--- config.mk ---
export PLATFORM = sky130hd
export DESIGN_NAME = audio_ctl_regs
export DESIGN_NICKNAME = d
export VERILOG_FILES = /design/src/rtl/acr_pkg.sv /design/src/rtl/acr_tone_slot.sv /design/src/rtl/acr_vol_slot.sv /design/src/rtl/acr_sel_slot.sv /design/src/rtl/audio_ctl_regs.sv
export SDC_FILE = /design/constraint.sdc
export NUM_CORES = 1
export LEC_CHECK = 0
export ABC_AREA = 1
export BUFFER_PORTS_ARGS = -buffer_cell sky130_fd_sc_hd__buf_2
export CAP_MARGIN = 20
export CORE_ASPECT_RATIO = 0.8
export CORE_UTILIZATION = 25
export CTS_CLUSTER_DIAMETER = 50
export DETAILED_ROUTE_END_ITERATION = 10
export HOLD_SLACK_MARGIN = 0.05
export PLACE_DENSITY = 0.54
export SLEW_MARGIN = 20
export SYNTH_ARGS = -nofsm -noshare
export SYNTH_HDL_FRONTEND = slang
export SYNTH_HIERARCHICAL = 1
export SYNTH_SLANG_ARGS = --single-unit
--- constraint.sdc ---
create_clock -name clk -period 0.9 [get_ports clk]
set_input_delay 0.135 -clock clk [delete_from_list [all_inputs] [get_ports clk]]
set_output_delay 0.135 -clock clk [all_outputs]
set_load 0.01 [all_outputs]
--- src/rtl/acr_pkg.sv ---
package acr_pkg;
  typedef enum logic [1:0] {
    ROUTE_LMONO  = 2'd0,
    ROUTE_STEREO = 2'd1,
    ROUTE_RMONO  = 2'd2
  } route_e;

  localparam int FN_SRC   = 0;
  localparam int FN_FLAGS = 1;
  localparam int FN_BASS  = 2;
  localparam int FN_TREB  = 3;
  localparam int FN_VOL_L = 4;
  localparam int FN_VOL_R = 5;
  localparam int FN_MODE  = 6;
  localparam int FN_READ  = 7;
endpackage

--- src/rtl/acr_tone_slot.sv ---
module acr_tone_slot #(
  parameter int FN_W     = 3,
  parameter int VAL_W    = 8,
  parameter int CODE_W   = 4,
  parameter int MAX_STEP = 6,
  parameter int FN_ID    = 2,
  parameter int STEP_W   = $clog2(MAX_STEP + 1) + 1
) (
  input  logic                     clk,
  input  logic                     rst,
  input  logic                     wr_en,
  input  logic [FN_W-1:0]          wr_fn,
  input  logic [VAL_W-1:0]         wr_val,
  output logic signed [STEP_W-1:0] step_o
);
  localparam int SPAN = 2 * MAX_STEP;

  logic                     hit;
  logic [CODE_W-1:0]        code;
  logic [CODE_W-1:0]        lim;
  logic signed [CODE_W+1:0] wide;
  logic signed [STEP_W-1:0] step_d;

  assign hit  = wr_en && (wr_fn == FN_W'(FN_ID));
  assign code = wr_val[CODE_W-1:0];

  // Saturate the code at the top of the span, then centre it on flat.
  always_comb begin
    if (int'(code) > SPAN) lim = CODE_W'(SPAN);
    else                   lim = code;
    wide   = $signed({2'b00, lim}) - $signed((CODE_W+2)'(MAX_STEP));
    step_d = wide[STEP_W-1:0];
  end

  always_ff @(posedge clk) begin
    if (rst)      step_o <= '0;
    else if (hit) step_o <= step_d;
  end

  p_tone_range_r5: assert property (@(posedge clk) disable iff (rst)
    (int'(step_o) >= -MAX_STEP) && (int'(step_o) <= MAX_STEP));

  p_tone_hold_r2: assert property (@(posedge clk) disable iff (rst)
    !hit |=> $stable(step_o));

  p_tone_sat_r6: assert property (@(posedge clk) disable iff (rst)
    (hit && int'(code) >= SPAN) |=> (int'(step_o) == MAX_STEP));
endmodule

--- src/rtl/acr_vol_slot.sv ---
module acr_vol_slot #(
  parameter int FN_W    = 3,
  parameter int VAL_W   = 8,
  parameter int CODE_W  = 6,
  parameter int MAX_ATT = 40,
  parameter int FN_ID   = 4
) (
  input  logic              clk,
  input  logic              rst,
  input  logic              wr_en,
  input  logic [FN_W-1:0]   wr_fn,
  input  logic [VAL_W-1:0]  wr_val,
  output logic [CODE_W-1:0] att_o
);
  logic              hit;
  logic [CODE_W-1:0] code;
  logic [CODE_W-1:0] att_d;

  assign hit  = wr_en && (wr_fn == FN_W'(FN_ID));
  assign code = wr_val[CODE_W-1:0];

  // Codes at or past the limit all map to full attenuation.
  always_comb begin
    if (int'(code) >= MAX_ATT) att_d = CODE_W'(MAX_ATT);
    else                       att_d = code;
  end

  always_ff @(posedge clk) begin
    if (rst)      att_o <= CODE_W'(MAX_ATT);
    else if (hit) att_o <= att_d;
  end

  p_vol_range_r7: assert property (@(posedge clk) disable iff (rst)
    int'(att_o) <= MAX_ATT);

  p_vol_hold_r2: assert property (@(posedge clk) disable iff (rst)
    !hit |=> $stable(att_o));

  p_vol_rst_r1: assert property (@(posedge clk)
    rst |=> (int'(att_o) == MAX_ATT));
endmodule

--- src/rtl/acr_sel_slot.sv ---
module acr_sel_slot
  import acr_pkg::*;
#(
  parameter int FN_W  = 3,
  parameter int VAL_W = 8
) (
  input  logic             clk,
  input  logic             rst,
  input  logic             wr_en,
  input  logic [FN_W-1:0]  wr_fn,
  input  logic [VAL_W-1:0] wr_val,
  output logic             src_o,
  output logic             mute_o,
  output logic             loud_o,
  output logic             enh_o,
  output route_e           route_o
);
  logic wr_src, wr_flags, wr_mode;

  assign wr_src   = wr_en && (wr_fn == FN_W'(FN_SRC));
  assign wr_flags = wr_en && (wr_fn == FN_W'(FN_FLAGS));
  assign wr_mode  = wr_en && (wr_fn == FN_W'(FN_MODE));

  // Source selection and mute.
  always_ff @(posedge clk) begin
    if (rst) begin
      src_o  <= 1'b0;
      mute_o <= 1'b1;
    end else if (wr_src) begin
      case (wr_val[1:0])
        2'b00:   begin src_o <= 1'b0; mute_o <= 1'b0; end
        2'b01:   begin src_o <= 1'b1; mute_o <= 1'b0; end
        2'b11:   mute_o <= 1'b1;
        default: ;
      endcase
    end
  end

  // Shared register: loudness and enhancement are always loaded together.
  always_ff @(posedge clk) begin
    if (rst) begin
      loud_o <= 1'b0;
      enh_o  <= 1'b0;
    end else if (wr_flags) begin
      loud_o <= wr_val[0];
      enh_o  <= wr_val[1];
    end
  end

  // Channel routing; codes with bit 2 clear are ignored.
  always_ff @(posedge clk) begin
    if (rst) route_o <= ROUTE_STEREO;
    else if (wr_mode && wr_val[2]) begin
      if (wr_val[1])      route_o <= ROUTE_RMONO;
      else if (wr_val[0]) route_o <= ROUTE_STEREO;
      else                route_o <= ROUTE_LMONO;
    end
  end

  p_src_mute_r3: assert property (@(posedge clk) disable iff (rst)
    (wr_src && wr_val[1:0] == 2'b11) |=> (mute_o && $stable(src_o)));

  p_src_rsvd_r3: assert property (@(posedge clk) disable iff (rst)
    (wr_src && wr_val[1:0] == 2'b10) |=> ($stable(mute_o) && $stable(src_o)));

  p_flags_pair_r4: assert property (@(posedge clk) disable iff (rst)
    wr_flags |=> ((loud_o == $past(wr_val[0])) && (enh_o == $past(wr_val[1]))));

  p_mode_keep_r8: assert property (@(posedge clk) disable iff (rst)
    (wr_mode && !wr_val[2]) |=> $stable(route_o));

  p_route_legal_r8: assert property (@(posedge clk) disable iff (rst)
    route_o != 2'b11);
endmodule

--- src/rtl/audio_ctl_regs.sv ---
module audio_ctl_regs
  import acr_pkg::*;
#(
  parameter int FN_W        = 3,
  parameter int VAL_W       = 8,
  parameter int TONE_CODE_W = 4,
  parameter int TONE_MAX    = 6,
  parameter int VOL_CODE_W  = 6,
  parameter int VOL_MAX     = 40,
  localparam int TONE_W     = $clog2(TONE_MAX + 1) + 1
) (
  input  logic                     clk,
  input  logic                     rst,
  input  logic                     cmt_valid,
  input  logic [FN_W-1:0]          fn_idx,
  input  logic [VAL_W-1:0]         fn_val,
  output logic                     src_sel,
  output logic                     mute,
  output logic                     loud_en,
  output logic                     enh_en,
  output logic signed [TONE_W-1:0] bass_step,
  output logic signed [TONE_W-1:0] treb_step,
  output logic [VOL_CODE_W-1:0]    vol_l_att,
  output logic [VOL_CODE_W-1:0]    vol_r_att,
  output logic [1:0]               route
);
  localparam int N_TONE = 2;
  localparam int N_VOL  = 2;

  logic signed [TONE_W-1:0] tone_q [N_TONE];
  logic [VOL_CODE_W-1:0]    vol_q  [N_VOL];
  route_e                   route_q;

  acr_sel_slot #(.FN_W(FN_W), .VAL_W(VAL_W)) u_sel (
    .clk     (clk),
    .rst     (rst),
    .wr_en   (cmt_valid),
    .wr_fn   (fn_idx),
    .wr_val  (fn_val),
    .src_o   (src_sel),
    .mute_o  (mute),
    .loud_o  (loud_en),
    .enh_o   (enh_en),
    .route_o (route_q)
  );

  for (genvar i = 0; i < N_TONE; i++) begin : g_tone
    acr_tone_slot #(
      .FN_W(FN_W), .VAL_W(VAL_W), .CODE_W(TONE_CODE_W),
      .MAX_STEP(TONE_MAX), .FN_ID(FN_BASS + i), .STEP_W(TONE_W)
    ) u_tone (
      .clk    (clk),
      .rst    (rst),
      .wr_en  (cmt_valid),
      .wr_fn  (fn_idx),
      .wr_val (fn_val),
      .step_o (tone_q[i])
    );
  end

  for (genvar i = 0; i < N_VOL; i++) begin : g_vol
    acr_vol_slot #(
      .FN_W(FN_W), .VAL_W(VAL_W), .CODE_W(VOL_CODE_W),
      .MAX_ATT(VOL_MAX), .FN_ID(FN_VOL_L + i)
    ) u_vol (
      .clk    (clk),
      .rst    (rst),
      .wr_en  (cmt_valid),
      .wr_fn  (fn_idx),
      .wr_val (fn_val),
      .att_o  (vol_q[i])
    );
  end

  assign bass_step = tone_q[0];
  assign treb_step = tone_q[1];
  assign vol_l_att = vol_q[0];
  assign vol_r_att = vol_q[1];
  assign route     = route_q;

  p_read_quiet_r2: assert property (@(posedge clk) disable iff (rst)
    (cmt_valid && fn_idx == FN_W'(FN_READ)) |=>
      ($stable(src_sel) && $stable(mute) && $stable(loud_en) && $stable(enh_en) &&
       $stable(bass_step) && $stable(treb_step) && $stable(vol_l_att) &&
       $stable(vol_r_att) && $stable(route)));

  // reset wins over a commit in the same cycle.
  p_reset_defaults_r1: assert property (@(posedge clk)
    rst |=> (mute && !src_sel && !loud_en && !enh_en && bass_step == '0 &&
             treb_step == '0 && int'(vol_l_att) == VOL_MAX &&
             int'(vol_r_att) == VOL_MAX && route == 2'b01));
endmodule

### Word level (Yosys, flattened, before mapping)

Index checks and enable logic that the tools add are counted.

| storage, ports and cells | value |
|---|---|
| bits in registers | 26 |
| input port bits | 14 |
| output and inout bits | 26 |
| word-level logic and storage cells | 41 |

| operators by class | value |
|---|---|
| add/sub/neg operators | 1 |
| magnitude comparators | 2 |
| equality and inequality tests | 8 |
| muxes and demuxes | 6 |
| reductions and logical operators | 15 |

Operator list:

| cell | count |
|---|---|
| == test 3 bit, second input constant | 3 |
| logical AND 1 bit | 8 |
| == test 3 x 2 -> 1 bit, second input constant | 2 |
| >= comparator 6 bit, second input constant | 1 |
| two-way mux 6 bit | 1 |
| > comparator 4 bit, second input constant | 1 |
| two-way mux 4 bit | 1 |
| one-hot mux 1 bit (2 select lines) | 2 |
| AND reduction 2 bit | 2 |
| nonzero test 2 bit | 2 |
| subtractor 4 x 3 -> 4 bit, second input constant | 1 |
| == test 3 x 1 -> 1 bit, second input constant | 1 |
| logical NOT 3 bit | 1 |
| == test 2 x 1 -> 1 bit, second input constant | 1 |
| == test 2 bit, second input constant | 1 |
| logical NOT 2 bit | 1 |
| two-way mux 2 bit | 1 |
| OR reduction 2 bit | 1 |
| two-way mux 1 bit | 1 |

### Longest topological paths before layout

| logic depth | value |
|---|---|
| word-level depth | 4 |
| gate-level depth with buffers | 9 |

### Hierarchy

The synthesis kept the hierarchy.

Modules (own cells, without submodules):

| module | times used | cells an instance | area each (sq um) | seq. area each (sq um) |
|---|---|---|---|---|
| acr_sel_slot | 1 | 49 | 299.0 | 120.1 |
| acr_vol_slot (g_vol[1].u_vol) | 1 | 44 | 286.5 | 120.1 |
| acr_vol_slot (g_vol[0].u_vol) | 1 | 43 | 282.8 | 120.1 |
| acr_tone_slot (g_tone[0].u_tone) | 1 | 39 | 242.7 | 80.1 |
| acr_tone_slot (g_tone[1].u_tone) | 1 | 42 | 239.0 | 80.1 |

### Worst setup path after synthesis

Ideal clock, no wire load.

| timing path | value |
|---|---|
| path kind | input to register |
| from | input port fn_val[3] |
| to | register g_tone[0].u_tone.step_o[2] |
| setup time | 0.115 ns |
| arrival time | 0.768 ns |
| required time | 0.785 ns |
| setup slack | 0.017 ns |
| stages | 7 |
| buffers on the path | 0 |
| path through | nand2_1 > nand2_1 > inv_1 > ha_1 > nand3b_1 > nand2_1 > nor2_1 |

| on the way | value |
|---|---|
| word-level cells in the longest chain between the ends | 3 |

RTL lines:

| what | line | RTL |
|---|---|---|
| start, declared | audio_ctl_regs.sv:16 | `input logic [VAL_W-1:0] fn_val,` |
| > comparator 4 bit | acr_tone_slot.sv:29 | `if (int'(code) > SPAN) lim = CODE_W'(SPAN);` |
| two-way mux 4 bit | acr_tone_slot.sv:29 |  |
| subtractor 4 x 3 -> 4 bit | acr_tone_slot.sv:31 | `wide = $signed({2'b00, lim}) - $signed((CODE_W+2)'(MAX_STEP));` |
| net g_tone[0].u_tone.wide[2] | acr_tone_slot.sv:21 | `logic signed [CODE_W+1:0] wide;` |
| end signal, assigned | acr_tone_slot.sv:37 | `else if (hit) step_o <= step_d;` |
| end, declared | acr_tone_slot.sv:14 | `output logic signed [STEP_W-1:0] step_o` |

The timed path passes the listed nets, and every way through them passes these cells.
A chain may end at the register's enable or synchronous reset.

### Worst setup path in the final report

| timing path | value |
|---|---|
| from | register g_tone[1].u_tone.step_o[3] |
| to | output port treb_step[3] |

RTL lines:

| what | line | RTL |
|---|---|---|
| start, declared | acr_tone_slot.sv:14 |  |
| start signal, assigned | acr_tone_slot.sv:37 |  |
| end, declared | audio_ctl_regs.sv:22 | `output logic signed [TONE_W-1:0] treb_step,` |

No word-level cell between the ends.

==> parameters.txt <==
Parameter                              Value

Final layout
  Antenna Cells    0
  Final net count    283
  Area Overhead vs Synth    31.8%
  Fraction of layout cells with a size suffix above 1    32.5%
  Final standard cell utilization of the core    34.9%

Critical path
  Type of the worst setup path    reg -> out
  Cell with the largest stage delay on the worst path    sky130_fd_sc_hd__dfxtp_2
  Critical path, cell by cell    buf_2
  Kind of start point of the critical path    flop
  Critical path buffer and inverter count    1
  Peak per-stage delay on the critical path    about 0.35 ns
  Critical path data arrival time    0.74 ns
  Crit end category    primary output
  Required time worst endpoint    0.76 ns
  Maximum fanout count along the critical path    2
  Top Family by Delay on Critical Path    flip-flops

Synth
  Post-Syn Area per Cell    approximately 6.2 sq um
  Sequential share of the synthesized area    38.6%
  Largest cells by area after synthesis    sky130_fd_sc_hd__dfxtp_1, sky130_fd_sc_hd__nand2_1, sky130_fd_sc_hd__inv_1
  Cells after synthesis    217
  Top cell type's share of synthesized area    38.6%
  Cell type with the highest aggregate area in the netlist    sky130_fd_sc_hd__dfxtp_1
  Most used DFF post-synth    sky130_fd_sc_hd__dfxtp_1
  Asr flop ratio synth    0%
  Count leader, synth    sky130_fd_sc_hd__nand2_1
  Most instantiated cells after synthesis    sky130_fd_sc_hd__nand2_1, sky130_fd_sc_hd__inv_1, sky130_fd_sc_hd__nor2_1
  Number of distinct library cells after synthesis    18
  Syn Std Cell Area    1350 sq um
  Post-synthesis sequential element count    26
  Number of synthesized flops with an enable pin    0
  Number of nets in the synthesized netlist    233
  Synthesis warning total    6

Detailed routing
  Count of vias placed by the detailed router    ~1,300
  Average detailed-routed wire length per instance    about 9.7 microns
  Ratio of routed vias to standard cells    roughly 4
  Antenna viol nets, final    0
  Total iterations of the first detailed-routing run    7
  Number of DRC markers in iteration 0    53
  DR DRC count    8
  Final Routed Wirelength    around 3.2 mm

Timing
  Unrepaired setup endpoints after global routing    false
  Endpoints failing setup    0
  Clock Skew    0 ns
  Shortest period the worst path allows    approximately 0.87 ns
  Total count of max-transition violations in the final report    0
  Final Hold Fails    0
  Final period util    96.8%
  Final total negative setup slack    0 ns
  Worst-Margin Slew    0.248 ns
  Achievable clock frequency    approximately 1100 MHz
  Worst-case hold slack    0.138 ns
  Fin worst setup slack    0.0289 ns
  Relative slew slack    approximately 83%

Power
  Switching share of power    27.1%
  Share of total power in sequential cells    ~53%
  Total power    0.00227 W
  Static Leak    between 1 and 1.5 nW
  Sw Pwr    0.000617 W
  Pint    0.00166 W
  Fraction of power consumed by combinational cells    approximately 18%
  Maximum resistive drop on vdd    between 0.7 and 0.8 mV
  Clock power share    between 20 and 30%
  P per Cell Area    around 1300 nW/um^2

Floorplanning
  Top-level port count    40
  Overall die width    84.2 microns
  Placeable Area    around 5100 sq um
  Die Area    between 5000 and 6000 sq um
  Starting density of the core    26.5%
  Overall die height    67.7 microns
  Count of standard-cell rows    23

CTS
  Htree depth    1
  Clock tree from TritonCTS    built
  CTS root buffer    sky130_fd_sc_hd__clkbuf_8
  Clock-pin slew on the worst setup and hold paths    about 0.090 ns
  CTS max path bufs    2
  Number of buffers created by CTS    3
  Num Clock Sinks    26
  CTS hold repair buffers    0
  Clock latency on the worst-skew pair    0.26 ns

Run status
  Result of the run    finished, violations left
  Failing checks    design-rule violations

Global route
  GRT Residual Overflow    0
  Initial antenna violation count    0
  Vias in the first global route    between 1,000 and 1,500
  First-pass GRT wire length    5.18 mm
  Total GRT Usage    11.7%
  Pin count of the biggest net entering global routing    14

Worst hold path
  Class of the most critical hold timing path    in -> reg

Placement
  Weighted congestion reported at the end of routability-driven placement    0.758
  Input/output buffers    37
  Final HPWL from detailed placement    2.44 mm
  Post-Place Setup Slack    -0.193 ns

Flow run
  Count of max-cap constraint violations    0
## through the flow
| step | cell area (sq um) | std cells |
|---|---|---|
| 2_1_floorplan | 1350 | 217 |
| 4_1_cts | 1720 | 326 |
| 5_1_grt | 1780 | 327 |
| 6_report | 1780 | 327 |
| 3_3_place_gp | 1670 | 323 |
| 3_5_place_dp | 1670 | 323 |
## power groups by stage
stage	logic [W]	clock network [W]	registers (W)
after floorplan	0.000198	0	0.00125
after global placement	0.000396	0	0.00123
after CTS	0.000400	0.000694	0.00121
after global routing	0.000463	0.000736	0.00122
after detailed placement	0.000398	0	0.00123
final	0.000406	0.000653	0.00121
## sequential cells by signal (all words and copies together) (netlist names)
name	count
u_sel/src_o	1
u_sel/enh_o	1
u_sel/route_o	2
g_vol.u_vol/att_o	12
u_sel/mute_o	1
g_tone.u_tone/step_o	8
u_sel/loud_o	1
## layout by cell type (no fill, tap or decap), types with 5 or more instances in the layout
| cell type | n |
|---|---|
| sky130_fd_sc_hd__dfxtp_2 | 21 |
| sky130_fd_sc_hd__inv_1 | 40 |
| sky130_fd_sc_hd__nor2_1 | 34 |
| sky130_fd_sc_hd__a21oi_1 | 8 |
| sky130_fd_sc_hd__dfxtp_1 | 5 |
| sky130_fd_sc_hd__nand2_1 | 71 |
| sky130_fd_sc_hd__nand3_1 | 11 |
| sky130_fd_sc_hd__buf_4 | 10 |
| sky130_fd_sc_hd__buf_6 | 5 |
| sky130_fd_sc_hd__inv_2 | 6 |
| sky130_fd_sc_hd__buf_2 | 32 |
## layout make-up
| cell class | count | area, sq um |
|---|---|---|
| fill | 581 | 3310 |
| multi-input combinational | 143 | 649 |
| sequential | 26 | 547 |
| timing repair buffer | 47 | 292 |
| inverter | 46 | 173 |
| tap | 62 | 77.6 |
| clock buffer | 3 | 41.3 |
## cells by family (layout without fill, tap and decap cells)
logic type	after synthesis	after routing	share of synthesized area [%]
adders and majority gates	2	2	1.85
and+or+nand+nor	129	129	41.6
buffers and inverters	48	96	13.3
AOI/OAI and AO/OA	12	12	4.63
DFF	26	26	38.6
## worst paths after layout
kind / start / endpoint / slack (ns) / cells past startpoint
worst min register to register: g_vol[1].u_vol/att_o[5] / g_vol[1].u_vol/att_o[5] / 0.47 / 2
worst min-delay path: fn_val[5] / g_vol[1].u_vol/att_o[5] / 0.14 / 3
worst max-delay path: g_tone[1].u_tone/step_o[3] / treb_step[3] / 0.03 / 1
worst max register to register: u_sel/src_o / u_sel/src_o / 0.20 / 5
## timing repair
item,4_1_cts,5_1_grt
resized for setup,3,24
setup endpoints to repair,3,20
gates cloned,0,0
hold endpoints to repair,0,0
buffers inserted,0,1
## routing by layer
metal  global-route usage, %  vias up  share of wire [%]
li1                        -      736                  -
met1                    15.8      535                 55
met2                    17.9       28                 39
met3                    4.40        2                6.3
met4                    1.94        0               0.57
met5                       0        -                  0
(Power assumes the default switching activity.)
